## config.mk

```make
export PLATFORM = sky130hd
export DESIGN_NAME = kbc_host_engine
export DESIGN_NICKNAME = d
export VERILOG_FILES = /design/src/rtl/kbc_pkg.sv /design/src/rtl/kbc_cmd_decode.sv /design/src/rtl/kbc_data_route.sv /design/src/rtl/kbc_host_engine.sv
export SDC_FILE = /design/constraint.sdc
export NUM_CORES = 1
export LEC_CHECK = 0
export ABC_AREA = 0
export BUFFER_PORTS_ARGS = -buffer_cell sky130_fd_sc_hd__buf_2
export CELL_PAD_IN_SITES_DETAIL_PLACEMENT = 1
export CELL_PAD_IN_SITES_GLOBAL_PLACEMENT = 2
export CORE_ASPECT_RATIO = 0.9
export CORE_MARGIN = 2
export CORE_UTILIZATION = 30
export CTS_BUF_LIST = sky130_fd_sc_hd__clkbuf_4
export CTS_CLUSTER_SIZE = 25
export DETAILED_ROUTE_END_ITERATION = 16
export PLACE_DENSITY = 0.73
export SLEW_MARGIN = 20
export SYNTH_ARGS = -nofsm -noshare
export SYNTH_HDL_FRONTEND = slang
export SYNTH_SLANG_ARGS = --single-unit
```

## constraint.sdc

```tcl
create_clock -name clk -period 2.55 [get_ports clk]
set_input_delay 0.51 -clock clk [delete_from_list [all_inputs] [get_ports clk]]
set_output_delay 0.51 -clock clk [all_outputs]
set_load 0.01 [all_outputs]
```

## src/rtl/kbc_pkg.sv

```systemverilog
package kbc_pkg;
  localparam int BYTE_W = 8;

  localparam logic [7:0] C_RD_MODE   = 8'h20;
  localparam logic [7:0] C_WR_MODE   = 8'h60;
  localparam logic [7:0] C_AUX_OFF   = 8'hA7;
  localparam logic [7:0] C_AUX_ON    = 8'hA8;
  localparam logic [7:0] C_AUX_TEST  = 8'hA9;
  localparam logic [7:0] C_SELF_TEST = 8'hAA;
  localparam logic [7:0] C_KBD_TEST  = 8'hAB;
  localparam logic [7:0] C_KBD_OFF   = 8'hAD;
  localparam logic [7:0] C_KBD_ON    = 8'hAE;
  localparam logic [7:0] C_RD_IN     = 8'hC0;
  localparam logic [7:0] C_RD_PORT   = 8'hD0;
  localparam logic [7:0] C_WR_PORT   = 8'hD1;
  localparam logic [7:0] C_WR_KRSP   = 8'hD2;
  localparam logic [7:0] C_WR_ARSP   = 8'hD3;
  localparam logic [7:0] C_WR_AUX    = 8'hD4;
  localparam logic [7:0] C_GATE_OFF  = 8'hDD;
  localparam logic [7:0] C_GATE_ON   = 8'hDF;
  localparam logic [7:0] C_PULSE_RST = 8'hFE;
  localparam logic [7:0] C_PULSE_NOP = 8'hFF;

  localparam logic [7:0] MODE_RST = 8'h03;
  localparam logic [7:0] STAT_RST = 8'h18;
  localparam logic [7:0] PORT_RST = 8'hCF;

  typedef enum logic [1:0] {SRC_CONST, SRC_MODE, SRC_PORT} rsp_src_e;

  typedef struct packed {
    logic       latch;
    logic       rsp;
    rsp_src_e   src;
    logic [7:0] rsp_const;
    logic [7:0] mode_set;
    logic [7:0] mode_clr;
    logic       irq;
    logic       gate_on;
    logic       gate_off;
    logic       rst_req;
    logic       selftest;
    logic       err;
  } cmd_dec_t;

  typedef struct packed {
    logic kbd_tx;
    logic aux_tx;
    logic rsp;
    logic rsp_aux;
    logic mode_wr;
    logic port_wr;
  } data_route_t;
endpackage

```

## src/rtl/kbc_cmd_decode.sv

```systemverilog
module kbc_cmd_decode
  import kbc_pkg::*;
(
  input  logic [BYTE_W-1:0] cmd,
  output cmd_dec_t          dec
);
  logic [BYTE_W-1:0] folded;

  always_comb begin
    folded = cmd;
    if (cmd[7:4] == 4'hF) folded = cmd[0] ? C_PULSE_NOP : C_PULSE_RST;
  end

  always_comb begin
    dec = '0;
    dec.src = SRC_CONST;
    unique case (folded)
      C_RD_MODE:   begin dec.rsp = 1'b1; dec.src = SRC_MODE; end
      C_RD_PORT:   begin dec.rsp = 1'b1; dec.src = SRC_PORT; end
      C_WR_MODE, C_WR_PORT, C_WR_KRSP, C_WR_ARSP, C_WR_AUX:
                   dec.latch = 1'b1;
      C_AUX_OFF:   dec.mode_set = 8'h20;
      C_AUX_ON:    dec.mode_clr = 8'h20;
      C_KBD_OFF:   begin dec.mode_set = 8'h10; dec.irq = 1'b1; end
      C_KBD_ON:    begin dec.mode_clr = 8'h10; dec.irq = 1'b1; end
      C_AUX_TEST, C_KBD_TEST:
                   dec.rsp = 1'b1;
      C_SELF_TEST: begin dec.rsp = 1'b1; dec.rsp_const = 8'h55; dec.selftest = 1'b1; end
      C_RD_IN:     begin dec.rsp = 1'b1; dec.rsp_const = 8'h80; end
      C_GATE_ON:   dec.gate_on = 1'b1;
      C_GATE_OFF:  dec.gate_off = 1'b1;
      C_PULSE_RST: dec.rst_req = 1'b1;
      C_PULSE_NOP: ;
      default:     dec.err = 1'b1;
    endcase
  end
endmodule

```

## src/rtl/kbc_data_route.sv

```systemverilog
module kbc_data_route
  import kbc_pkg::*;
(
  input  logic [BYTE_W-1:0] pend,
  output data_route_t       route
);
  always_comb begin
    route = '0;
    unique case (pend)
      8'h00:     route.kbd_tx  = 1'b1;
      C_WR_MODE: route.mode_wr = 1'b1;
      C_WR_PORT: route.port_wr = 1'b1;
      C_WR_KRSP: route.rsp     = 1'b1;
      C_WR_ARSP: begin route.rsp = 1'b1; route.rsp_aux = 1'b1; end
      C_WR_AUX:  route.aux_tx  = 1'b1;
      default:   ;
    endcase
  end
endmodule

```

## src/rtl/kbc_host_engine.sv

```systemverilog
module kbc_host_engine
  import kbc_pkg::*;
(
  input  logic              clk,
  input  logic              rst,
  input  logic              host_wr,
  input  logic              host_addr,
  input  logic [BYTE_W-1:0] host_wdata,
  output logic [BYTE_W-1:0] status_o,
  output logic [BYTE_W-1:0] mode_o,
  output logic [BYTE_W-1:0] outport_o,
  output logic              a20_o,
  output logic              xlat_en_o,
  output logic              sys_reset_o,
  output logic              irq_eval_o,
  output logic              cmd_err_o,
  output logic              rsp_valid_o,
  output logic              rsp_aux_o,
  output logic [BYTE_W-1:0] rsp_data_o,
  output logic              kbd_tx_valid_o,
  output logic [BYTE_W-1:0] kbd_tx_data_o,
  output logic              aux_tx_valid_o,
  output logic [BYTE_W-1:0] aux_tx_data_o
);
  localparam int GATE_BIT = 1;
  localparam int RUN_BIT  = 0;
  localparam int XLAT_BIT = 6;
  localparam int CMDL_BIT = 3;
  localparam int SELF_BIT = 2;

  logic [BYTE_W-1:0] pend_q;
  cmd_dec_t          dec;
  data_route_t       route;
  logic [BYTE_W-1:0] rsp_sel;

  kbc_cmd_decode u_dec   (.cmd(host_wdata), .dec(dec));
  kbc_data_route u_route (.pend(pend_q), .route(route));

  always_comb begin
    unique case (dec.src)
      SRC_MODE: rsp_sel = mode_o;
      SRC_PORT: rsp_sel = outport_o;
      default:  rsp_sel = dec.rsp_const;
    endcase
  end

  always_ff @(posedge clk) begin
    if (rst) begin
      status_o       <= STAT_RST;
      mode_o         <= MODE_RST;
      outport_o      <= PORT_RST;
      a20_o          <= PORT_RST[GATE_BIT];
      xlat_en_o      <= MODE_RST[XLAT_BIT];
      pend_q         <= '0;
      sys_reset_o    <= 1'b0;
      irq_eval_o     <= 1'b0;
      cmd_err_o      <= 1'b0;
      rsp_valid_o    <= 1'b0;
      rsp_aux_o      <= 1'b0;
      rsp_data_o     <= '0;
      kbd_tx_valid_o <= 1'b0;
      kbd_tx_data_o  <= '0;
      aux_tx_valid_o <= 1'b0;
      aux_tx_data_o  <= '0;
    end else begin
      sys_reset_o    <= 1'b0;
      irq_eval_o     <= 1'b0;
      cmd_err_o      <= 1'b0;
      rsp_valid_o    <= 1'b0;
      kbd_tx_valid_o <= 1'b0;
      aux_tx_valid_o <= 1'b0;
      if (host_wr && host_addr) begin
        status_o[CMDL_BIT] <= 1'b1;
        if (dec.selftest) status_o[SELF_BIT] <= 1'b1;
        if (dec.latch) pend_q <= host_wdata;
        mode_o <= (mode_o | dec.mode_set) & ~dec.mode_clr;
        irq_eval_o  <= dec.irq;
        cmd_err_o   <= dec.err;
        sys_reset_o <= dec.rst_req;
        if (dec.gate_on) begin
          outport_o[GATE_BIT] <= 1'b1;
          a20_o <= 1'b1;
        end
        if (dec.gate_off) begin
          outport_o[GATE_BIT] <= 1'b0;
          a20_o <= 1'b0;
        end
        if (dec.rsp) begin
          rsp_valid_o <= 1'b1;
          rsp_aux_o   <= 1'b0;
          rsp_data_o  <= rsp_sel;
        end
      end else if (host_wr) begin
        status_o[CMDL_BIT] <= 1'b0;
        pend_q <= '0;
        if (route.kbd_tx) begin
          kbd_tx_valid_o <= 1'b1;
          kbd_tx_data_o  <= host_wdata;
        end
        if (route.aux_tx) begin
          aux_tx_valid_o <= 1'b1;
          aux_tx_data_o  <= host_wdata;
        end
        if (route.rsp) begin
          rsp_valid_o <= 1'b1;
          rsp_aux_o   <= route.rsp_aux;
          rsp_data_o  <= host_wdata;
        end
        if (route.mode_wr) begin
          mode_o     <= host_wdata;
          xlat_en_o  <= host_wdata[XLAT_BIT];
          irq_eval_o <= 1'b1;
        end
        if (route.port_wr) begin
          outport_o   <= host_wdata;
          a20_o       <= host_wdata[GATE_BIT];
          sys_reset_o <= ~host_wdata[RUN_BIT];
        end
      end
    end
  end
endmodule

```

==> load_flow_metrics.sql, run 1 <==
INSERT INTO impl_metrics (metric_group, metric, value, unit) VALUES
('outcome', 'status', 'complete, no violations', ''),
('synth', 'synth-edff-count', '0', ''),
('global_route', 'pin_count_of_the_biggest_net_entering_global_routing', '45', ''),
('global_route', 'gr-usage-all-layers', '17.9', '%'),
('power_and_ir_drop', 'post-layout-total-power', '1.65', 'mW'),
('timing', 'fmax', '0.481', 'GHz'),
('global_route', 'grt_overflow_total', '0', ''),
('detailed_routing', 'drt-initial-drc-count', '115', ''),
('critical_path', 'critical_path_arrival', '2410', 'ps'),
('timing', 'rsz0062_at_grt', 'no', ''),
('synth', 'netlist.top_cell.by_area', 'dfxtp_1', ''),
('place', 'post-dp-hpwl', '6450', 'um'),
('layout', 'antenna_cells', '0', ''),
('hold_path', 'worst_hold_path_type', 'input port to flop', ''),
('critical_path', 'cp_cell_sequence', 'buf_2 -> nor4b_2 -> nand2_1 -> ha_1 -> nor4b_1 -> nand3_1 -> nor2_1 -> nor2_1 -> a211oi_2', ''),
('timing', 'report.final.setup_viol', '0', ''),
('cts', 'postCtsSetupRepairBufs', '0', ''),
('timing', 'hold_violation_count_in_the_final_report', '0', ''),
('critical_path', 'type_of_element_capturing_the_critical_path', 'flop', ''),
('critical_path', 'timing.critical_path.required', '2880', 'ps'),
('critical_path', 'critical_path_launch_point', 'host_wdata[7]', ''),
('detailed_routing', 'wl', '8970', 'um'),
('floorplanning', 'die_h', '97.0', 'um'),
('cts', 'cts_hold_repair.buffers', '0', ''),
('synth', 'yosys_most_used_dff', 'dfxtp_1', ''),
('synth', 'ys_async_sr_fraction', '0', '%'),
('layout', 'post_route_cells_drive_above_1_share', '28.0', '%'),
('critical_path', 'r2r_end', 'kbd_tx_data_o[6]', ''),
('synth', 'postSynthAreaPerCell', '8.75', 'um2'),
('detailed_routing', 'iteration_count_of_the_initial_detailed_routing_pass', '4', ''),
('place', 'globalplace.congestion', '0.820', ''),
('cts', 'cts_buffers', '9', ''),
('critical_path', 'critPathCapture', 'rsp_data_o[4]', ''),
('cts', 'root_buffer', 'clkbuf_4', ''),
('timing', 'worstMarginPinSlew', '530', 'ps'),
('place', 'io_buffer_count', '62', ''),
('critical_path', 'worst-r2r-cell-count', '6', ''),
('job', 'max_cap_violations', '0', ''),
('floorplanning', 'floorplan.rows', '33', ''),
('floorplanning', 'placeableCoreArea', '9210', 'um2'),
('layout', 'finalNetCount', '411', ''),
('global_route', 'grt_antenna_before_repair', '0', ''),
('synth', 'synth.top_cells.by_area', 'dfxtp_1, mux2i_1, nor2_1', ''),
('critical_path', 'max_stage_delay', '380', 'ps'),
('power_and_ir_drop', 'p_per_cell_area', '478', 'nW/um2'),
('timing', 'final.setup_skew', '14.6', 'ps'),
('cts', 'clock_pin_slew_of_the_registers_on_the_worst_case_setup_and_hold_paths', '90', 'ps'),
('cts', 'number_of_gates_given_a_new_drive_strength_after_cts', '0', ''),
('power_and_ir_drop', 'vdd_drop_max', '0.247', 'mV'),
('timing', 'finalCriticalPeriod', '2080', 'ps'),
('floorplanning', 'fp.dieW', '107', 'um'),
('global_route', 'grt_pass1_vias', '2603', ''),
('synth', 'netlist_instances', '329', ''),
('detailed_routing', 'wirelength_per_cell', '17.2', 'um'),
('hold_path', 'worst_hold_startpoint', 'host_wdata[5]', ''),
('synth', 'mappedNetlistArea', '2880', 'um2'),
('synth', 'ys_seq_elements', '59', ''),
('cts', 'clockBufferDepth', '2', ''),
('timing', 'maxSlewViolCount', '0', ''),
('cts', 'tritoncts_num_sinks', '59', ''),
('timing', 'finalCritPeriodShare', '81.5', '%'),
('synth', 'count_of_warnings_emitted_by_yosys', '0', ''),
('floorplanning', 'dieArea', '10400', 'um2'),
('timing', 'fin_tns_setup', '0', 'ps'),
('floorplanning', 'start_util', '31.3', '%'),
('layout', 'flow.area_growth_from_synthesis', '19.9', '%'),
('detailed_routing', 'avgViaCountPerCell', '5.06', ''),
('power_and_ir_drop', 'leakagePower', '1.53', 'nW'),
('cts', 'cts_htree_levels', '3', ''),
('detailed_routing', 'drc_errors', '0', ''),
('synth', 'distinct_cell_type_count_after_synthesis', '59', '');
power by group:
group	leakage (nW)	internal, mW	switching [mW]
registers	0.477	0.933	0.00679
logic	0.997	0.0616	0.119
clock network	0.0585	0.193	0.338
total	1.53	1.19	0.464
area by class of cell:
type | count | area [um2]
clock inverter | 5 | 21.3
tap | 122 | 153
multi-input combinational | 233 | 1520
fill | 1132 | 5750
timing repair buffer | 83 | 468
inverter | 10 | 37.5
sequential | 59 | 1180
clock buffer | 10 | 75.1
registers in the layout (all words and copies together), names as in the netlist, 2 cells and up:
register,cells
kbd_tx_data_o,8
outport_o,8
aux_tx_data_o,8
rsp_data_o,8
pend_q,8
mode_o,8
status_o,2
synthesized netlist by cell type (2+ instances only):
library cell	count
a22o_1	4
nor3_1	2
o211a_1	2
buf_4	8
o21ai_0	10
clkbuf_1	13
a211oi_2	4
nor2b_1	3
o211ai_1	5
mux2i_1	26
a211oi_1	2
nor4b_1	3
dfxtp_1	59
o32ai_1	4
conb_1	2
inv_1	9
ha_1	3
nor2_1	47
and2_1	2
a22oi_1	4
and4b_1	3
nor4_1	2
nand2_1	35
nand3_1	8
nand4_1	9
a21o_1	4
buf_2	8
a21oi_1	16
nor3b_1	2
per-stage QoR:
| step | util (%) | worst slack [ps] | hold WS (ps) | std cells | instance area [um2] |
|---|---|---|---|---|---|
| finish | 37.5 | 472 | 410 | 522 | 3450 |
| global placement | 36.5 | 126 | 434 | 507 | 3360 |
| global route | 37.5 | 311 | 406 | 522 | 3450 |
| floorplan | - | 224 | 444 | 333 | 2900 |
| detailed placement | 36.5 | 42.2 | 474 | 507 | 3360 |
| CTS | 37.5 | 484 | 383 | 522 | 3450 |
worst max-delay path, delay by kind of cell:
kind	cells	cell delay, ps
AO/OA/AOI/OAI	1	210
adder cells (fa/ha/maj)	1	360
buffers and inverters	1	140
AND/OR/NAND/NOR	6	1180
cells by family after synthesis:
logic type	synth area share, %
adder cells (fa/ha/maj)	1.30
AO/OA/AOI/OAI	16.4
other	0.261
AND/OR/NAND/NOR	24.5
multiplexers	9.43
flip-flops	41.0
buffers and inverters	7.04
metal layers:
layer	share of wire [%]	wire length [um]	vias to the layer above	global-route usage (%)
li1	-	-	1287	-
met1	50	4480	1284	24.7
met2	45	4050	59	27.4
met3	3.9	346	9	3.98
met4	1.1	96	0	6.49
met5	0	0	-	0
worst min-delay path by stage:
stage	endpoint	cells after the start
final	aux_tx_data_o[5]	3
after global routing	aux_tx_data_o[5]	3
after CTS	aux_tx_data_o[5]	3
after detailed placement	status_o[3]	2
after global placement	a20_o	1
after floorplan	pend_q[7]	2
Power figures use the tool's default switching activity.
==> run 2, diff against run 1 <==
--- a/config.mk
+++ b/config.mk
@@ -11,11 +11,11 @@
 export CELL_PAD_IN_SITES_GLOBAL_PLACEMENT = 2
 export CORE_ASPECT_RATIO = 0.9
 export CORE_MARGIN = 2
-export CORE_UTILIZATION = 30
+export CORE_UTILIZATION = 29
 export CTS_BUF_LIST = sky130_fd_sc_hd__clkbuf_4
 export CTS_CLUSTER_SIZE = 25
 export DETAILED_ROUTE_END_ITERATION = 16
-export PLACE_DENSITY = 0.73
+export PLACE_DENSITY = 0.74
 export SLEW_MARGIN = 20
 export SYNTH_ARGS = -nofsm -noshare
 export SYNTH_HDL_FRONTEND = slang
==> constraint.sdc (replaced) <==
create_clock -name clk -period 1.8 [get_ports clk]
set_input_delay 0.36 -clock clk [delete_from_list [all_inputs] [get_ports clk]]
set_output_delay 0.36 -clock clk [all_outputs]
set_load 0.01 [all_outputs]
==> load_flow_metrics.sql, run 2 (synthesis results as in run 1) <==
INSERT INTO impl_metrics (metric_group, metric, value, unit) VALUES
('detailed_routing', 'postRouteAntennaNets', '0', ''),
('cts', 'cts_htree_levels', '3', ''),
('floorplanning', 'fp.dieW', '109', 'um'),
('cts', 'cts_hold_repair.buffers', '0', ''),
('critical_path', 'max_stage_delay', '560', 'ps'),
('global_route', 'grt_overflow_total', '0', ''),
('floorplanning', 'floorplan.rows', '34', ''),
('layout', 'antenna_cells', '0', ''),
('layout', 'finalCoreUtilization', '39.5', '%'),
('detailed_routing', 'wirelength_per_cell', '17.4', 'um'),
('cts', 'cts_buffers', '9', ''),
('critical_path', 'reg_to_reg_start', 'pend_q[2]', ''),
('critical_path', 'critPathBufInv', '1', ''),
('global_route', 'gr-usage-all-layers', '19.0', '%'),
('timing', 'finalCriticalPeriod', '1780', 'ps'),
('critical_path', 'crit_path_start_kind', 'flop', ''),
('timing', 'final.setup_skew', '8.71', 'ps'),
('cts', 'root_buffer', 'clkbuf_4', ''),
('layout', 'final_common_cell', 'buf_2', ''),
('layout', 'flow.area_growth_from_synthesis', '32.3', '%'),
('global_route', 'grt_pass1_vias', '2828', ''),
('timing', 'hold_violation_count_in_the_final_report', '0', ''),
('floorplanning', 'start_util', '29.8', '%'),
('detailed_routing', 'drc_errors', '0', ''),
('layout', 'final_cell_count_no_fill', '551', ''),
('critical_path', 'worstSetupPathType', 'flop to flop', ''),
('critical_path', 'timing.critical_path.required', '2100', 'ps'),
('hold_path', 'worst_hold_path_type', 'input port to flop', ''),
('critical_path', 'type_of_element_capturing_the_critical_path', 'flop', ''),
('floorplanning', 'placeableCoreArea', '9660', 'um2'),
('timing', 'rsz0062_at_grt', 'yes', ''),
('floorplanning', 'die_h', '98.5', 'um'),
('layout', 'final_cell_mix', 'buf_2, dfxtp_1, nor2_1', ''),
('hold_path', 'worst_hold_startpoint', 'host_wr', ''),
('detailed_routing', 'avgViaCountPerCell', '4.98', ''),
('place', 'post-dp-hpwl', '6930', 'um'),
('critical_path', 'crit_slowest_cell', 'or4_4', ''),
('detailed_routing', 'iteration_count_of_the_initial_detailed_routing_pass', '4', ''),
('global_route', 'grt_antenna_before_repair', '0', ''),
('place', 'io_buffer_count', '62', ''),
('timing', 'fmax', '0.561', 'GHz'),
('floorplanning', 'num_io_pins', '69', ''),
('job', 'max_cap_violations', '0', ''),
('detailed_routing', 'wl', '9590', 'um'),
('layout', 'post_route_cells_drive_above_1_share', '36.0', '%'),
('cts', 'clk_latency', '410', 'ps'),
('layout', 'finalNetCount', '436', ''),
('place', 'globalplace.congestion', '0.782', ''),
('outcome', 'status', 'complete, no violations', ''),
('global_route', 'pin_count_of_the_biggest_net_entering_global_routing', '45', ''),
('power_and_ir_drop', 'p_per_cell_area', '634', 'nW/um2'),
('critical_path', 'cp_cell_sequence', 'or4_4 -> nor3_4 -> nand3_1 -> buf_6 -> mux2i_1 -> nor2_1', ''),
('power_and_ir_drop', 'vdd_drop_max', '0.335', 'mV'),
('timing', 'finalCritPeriodShare', '99.1', '%'),
('cts', 'clock_pin_slew_of_the_registers_on_the_worst_case_setup_and_hold_paths', '110', 'ps'),
('timing', 'report.final.setup_viol', '0', ''),
('cts', 'cts_tree', 'done', ''),
('place', 'placed_cells', '532', ''),
('place', 'post-place-ws', '-435', 'ps'),
('detailed_routing', 'via_count', '2744', ''),
('cts', 'tritoncts_num_sinks', '59', ''),
('critical_path', 'cp_top_family', 'simple AND/OR/NAND/NOR gates', ''),
('timing', 'post-route-worst-setup-slack', '16.3', 'ps'),
('critical_path', 'critical_path_launch_point', 'pend_q[2]', ''),
('power_and_ir_drop', 'leakagePower', '1.68', 'nW'),
('detailed_routing', 'drt-initial-drc-count', '110', ''),
('timing', 'maxSlewViolCount', '0', ''),
('critical_path', 'critical_path_arrival', '2090', 'ps'),
('critical_path', 'timing.critical_path.fanout_max', '9', ''),
('floorplanning', 'dieArea', '10700', 'um2'),
('global_route', 'grt_first_pass_wirelength', '15600', 'um'),
('cts', 'clockBufferDepth', '2', '');
-- run 2: area by class of cell --
type	count	area (um2)
Fill cell	1157	5850
Sequential cell	59	1180
Tap cell	126	158
Multi-Input combinational cell	233	1620
Clock inverter	6	33.8
Inverter	10	37.5
Timing Repair Buffer	108	713
Clock buffer	9	67.6
-- run 2: layer usage --
layer	track usage, %	routed length (um)
met5	0	0
met4	5.23	119
met3	4.56	568
met2	27.5	4160
met1	28.1	4740
-- run 2: worst paths after layout --
kind	to	slack [ps]	cells after the start
min	status_o[3]	290	3
max	kbd_tx_data_o[3]	20	6
max reg2reg	kbd_tx_data_o[3]	20	6
min reg2reg	a20_o	470	1
-- run 2: metrics by stage --
| stage | power (mW) | setup TNS [ps] | instance area [um2] | hold WS (ps) |
|---|---|---|---|---|
| 2_1_floorplan | 1.53 | -890 | 2970 | 444 |
| 3_3_place_gp | 1.64 | -2770 | 3600 | 452 |
| 3_5_place_dp | 1.64 | -4000 | 3600 | 446 |
| 4_1_cts | 2.45 | 0 | 3710 | 269 |
| 5_1_grt | 2.54 | -684 | 3810 | 278 |
| 6_report | 2.42 | 0 | 3810 | 291 |
-- run 2: tightest hold or removal path, delay by kind of cell --
kind | cells | cell delay (ps)
buf+inv | 1 | 120
simple gates | 2 | 180
-- run 2: timing repair --
item	CTS	global route
pin swaps	0	14
buffers inserted	0	4
cloned	0	0
setup endpoints to repair	2	23
resized for setup	2	16
-- run 2: report_power, final --
part           switching, mW  internal (mW)  total [mW]
sequential           0.00853           1.32        1.33
combinational          0.182          0.115       0.297
clock                  0.526          0.264       0.790
total                  0.717           1.70        2.42
==> run 3, diff against run 2 <==
--- a/config.mk
+++ b/config.mk
@@ -9,7 +9,7 @@
 export BUFFER_PORTS_ARGS = -buffer_cell sky130_fd_sc_hd__buf_2
 export CELL_PAD_IN_SITES_DETAIL_PLACEMENT = 1
 export CELL_PAD_IN_SITES_GLOBAL_PLACEMENT = 2
-export CORE_ASPECT_RATIO = 0.9
+export CORE_ASPECT_RATIO = 1.75
 export CORE_MARGIN = 2
 export CORE_UTILIZATION = 29
 export CTS_BUF_LIST = sky130_fd_sc_hd__clkbuf_4
==> load_flow_metrics.sql, run 3 (synthesis results as in run 1) <==
INSERT INTO impl_metrics (metric_group, metric, value, unit) VALUES
('floorplanning', 'floorplan.rows', '48', ''),
('detailed_routing', 'avgViaCountPerCell', '5.01', ''),
('power_and_ir_drop', 'clock_power_share', '30.4', '%'),
('power_and_ir_drop', 'leakagePower', '1.65', 'nW'),
('critical_path', 'timing.critical_path.required', '2100', 'ps'),
('critical_path', 'rrSetupSlack', '20', 'ps'),
('critical_path', 'crit_path_start_kind', 'flop', ''),
('place', 'post-dp-hpwl', '7110', 'um'),
('critical_path', 'r2r_end', 'mode_o[3]', ''),
('power_and_ir_drop', 'p_per_cell_area', '621', 'nW/um2'),
('layout', 'final_cell_count_no_fill', '544', ''),
('critical_path', 'type_of_element_capturing_the_critical_path', 'flop', ''),
('hold_path', 'hold_path_end', 'status_o[3]', ''),
('timing', 'hold_violation_count_in_the_final_report', '0', ''),
('critical_path', 'crit_slowest_cell', 'or4_4', ''),
('power_and_ir_drop', 'net-switching-power', '628', 'uW'),
('place', 'globalplace.congestion', '0.799', ''),
('layout', 'post_route_cells_drive_above_1_share', '35.2', '%'),
('cts', 'cts_htree_levels', '3', ''),
('critical_path', 'critical_path_arrival', '2080', 'ps'),
('hold_path', 'worstHoldPathCells', '3', ''),
('floorplanning', 'die_h', '136', 'um'),
('layout', 'final_cell_mix', 'buf_2, dfxtp_1, nor2_1', ''),
('power_and_ir_drop', 'comb_power_share', '12.2', '%'),
('cts', 'cts_hold_repair.buffers', '0', ''),
('outcome', 'status', 'complete, no violations', ''),
('global_route', 'grt_overflow_total', '0', ''),
('global_route', 'grt_antenna_before_repair', '1', ''),
('timing', 'maxSlewViolCount', '0', ''),
('floorplanning', 'num_io_pins', '69', ''),
('detailed_routing', 'wl', '9360', 'um'),
('floorplanning', 'start_util', '29.4', '%'),
('hold_path', 'worst_hold_path_type', 'input port to flop', ''),
('detailed_routing', 'iteration_count_of_the_initial_detailed_routing_pass', '4', ''),
('place', 'io_buffer_count', '62', ''),
('timing', 'finalCriticalPeriod', '1780', 'ps'),
('timing', 'finalCritPeriodShare', '99.1', '%'),
('layout', 'flow.area_growth_from_synthesis', '29.4', '%'),
('cts', 'clock_pin_slew_of_the_registers_on_the_worst_case_setup_and_hold_paths', '90', 'ps'),
('timing', 'final.setup_skew', '13.7', 'ps'),
('power_and_ir_drop', 'power.sequential.fraction', '57.4', '%'),
('cts', 'root_buffer', 'clkbuf_4', ''),
('job', 'max_cap_violations', '0', ''),
('critical_path', 'reg_to_reg_start', 'pend_q[3]', ''),
('critical_path', 'worst-r2r-cell-count', '6', ''),
('power_and_ir_drop', 'post-layout-total-power', '2.32', 'mW'),
('layout', 'finalNetCount', '432', ''),
('cts', 'clk_latency', '420', 'ps'),
('detailed_routing', 'drt-initial-drc-count', '127', ''),
('hold_path', 'worst_hold_startpoint', 'host_wr', ''),
('cts', 'tritoncts_num_sinks', '59', ''),
('timing', 'rsz0062_at_grt', 'yes', ''),
('detailed_routing', 'drc_errors', '0', ''),
('power_and_ir_drop', 'internal_power', '1.69', 'mW'),
('power_and_ir_drop', 'fraction_of_power_spent_switching_nets', '27.1', '%'),
('detailed_routing', 'postRouteAntennaNets', '0', ''),
('global_route', 'gr-usage-all-layers', '18.8', '%'),
('place', 'placed_cells', '528', ''),
('power_and_ir_drop', 'vdd_drop_max', '0.327', 'mV'),
('floorplanning', 'dieArea', '10800', 'um2'),
('cts', 'cts_tree', 'done', ''),
('cts', 'clockBufferDepth', '2', ''),
('floorplanning', 'fp.dieW', '79.3', 'um'),
('timing', 'finalHoldWorstSlack', '273', 'ps'),
('layout', 'final_common_cell', 'buf_2', ''),
('timing', 'report.final.setup_viol', '0', ''),
('critical_path', 'max_stage_delay', '570', 'ps'),
('timing', 'fmax', '0.561', 'GHz'),
('timing', 'fin_tns_setup', '0', 'ps'),
('global_route', 'grt_pass1_vias', '2877', ''),
('floorplanning', 'placeableCoreArea', '9790', 'um2'),
('detailed_routing', 'wirelength_per_cell', '17.2', 'um'),
('detailed_routing', 'via_count', '2727', ''),
('global_route', 'grt_first_pass_wirelength', '15200', 'um'),
('critical_path', 'worstSetupPathType', 'flop to flop', ''),
('layout', 'finalCoreUtilization', '38.1', '%'),
('global_route', 'pin_count_of_the_biggest_net_entering_global_routing', '24', ''),
('critical_path', 'cp_cell_sequence', 'or4_4 -> nor3_4 -> nand4_4 -> buf_12 -> mux2i_1 -> nor2_1', ''),
('critical_path', 'timing.critical_path.fanout_max', '7', ''),
('cts', 'cts_buffers', '9', '');
-- run 3: cell types whose count changed in the layout (fill, tap and decap cells not counted), moves of 2 or more --
cell and change:
a21oi_1 +2, a21oi_2 -2, buf_2 +2, buf_4 -3
buf_6 -2, clkinv_2 -3, clkinvlp_4 -2, dfxtp_1 -3
dfxtp_2 +3
-- run 3: worst max-delay path by stage --
stage	startpoint	end	slack, ps	cells past startpoint
after floorplan	host_wdata[2]	rsp_data_o[7]	-170	10
after global placement	host_wdata[3]	rsp_data_o[7]	-350	10
after detailed placement	host_wdata[3]	rsp_data_o[4]	-370	9
after CTS	pend_q[2]	kbd_tx_data_o[1]	50	6
after global routing	pend_q[3]	mode_o[0]	-40	6
final	pend_q[3]	mode_o[3]	20	6
-- run 3: critical path: cells and delay by family, from the launching register on --
family        cells  cell delay, ps
simple gates      4            1020
flops             1             330
buf+inv           1             170
mux               1             150
-- run 3: stage by stage --
step | setup slack (ps) | instance area, um2
2_1_floorplan | -174 | 2970
3_3_place_gp | -346 | 3550
4_1_cts | 53.4 | 3660
6_report | 16.9 | 3730
5_1_grt | -39.5 | 3730
3_5_place_dp | -371 | 3550
-- run 3: final cells by class --
type | instances | area, um2
clock buffer | 10 | 75.1
timing repair buffer | 104 | 658
clock inverter | 2 | 7.51
multi-input combinational | 233 | 1600
sequential | 59 | 1190
inverter | 10 | 37.5
fill | 1198 | 6060
antenna | 1 | 2.50
tap | 125 | 156
-- run 3: metal layers --
layer	wire, um	part of all wire [%]	vias up	GRT usage, %
met3	369	3.9	16	4.05
met2	5140	55	58	34.2
met4	237	2.5	0	9.77
met1	3610	39	1329	19.7
li1	-	-	1324	-
met5	0	0	-	0
-- run 3: power by group through the flow --
stage                     logic (mW)  clock network, mW  registers [mW]
after CTS                      0.277              0.747            1.33
final                          0.282              0.704            1.33
after floorplan                0.163                  0            1.37
after global placement         0.273                  0            1.36
after global routing           0.309              0.796            1.33
after detailed placement       0.276                  0            1.36
-- run 3: what timing repair did --
action / 4_1_cts / 5_1_grt
pin swaps: 1 / 16
setup buffers: 1 / 2
resized for setup: 0 / 15
endpoints found under the setup margin: 3 / 20
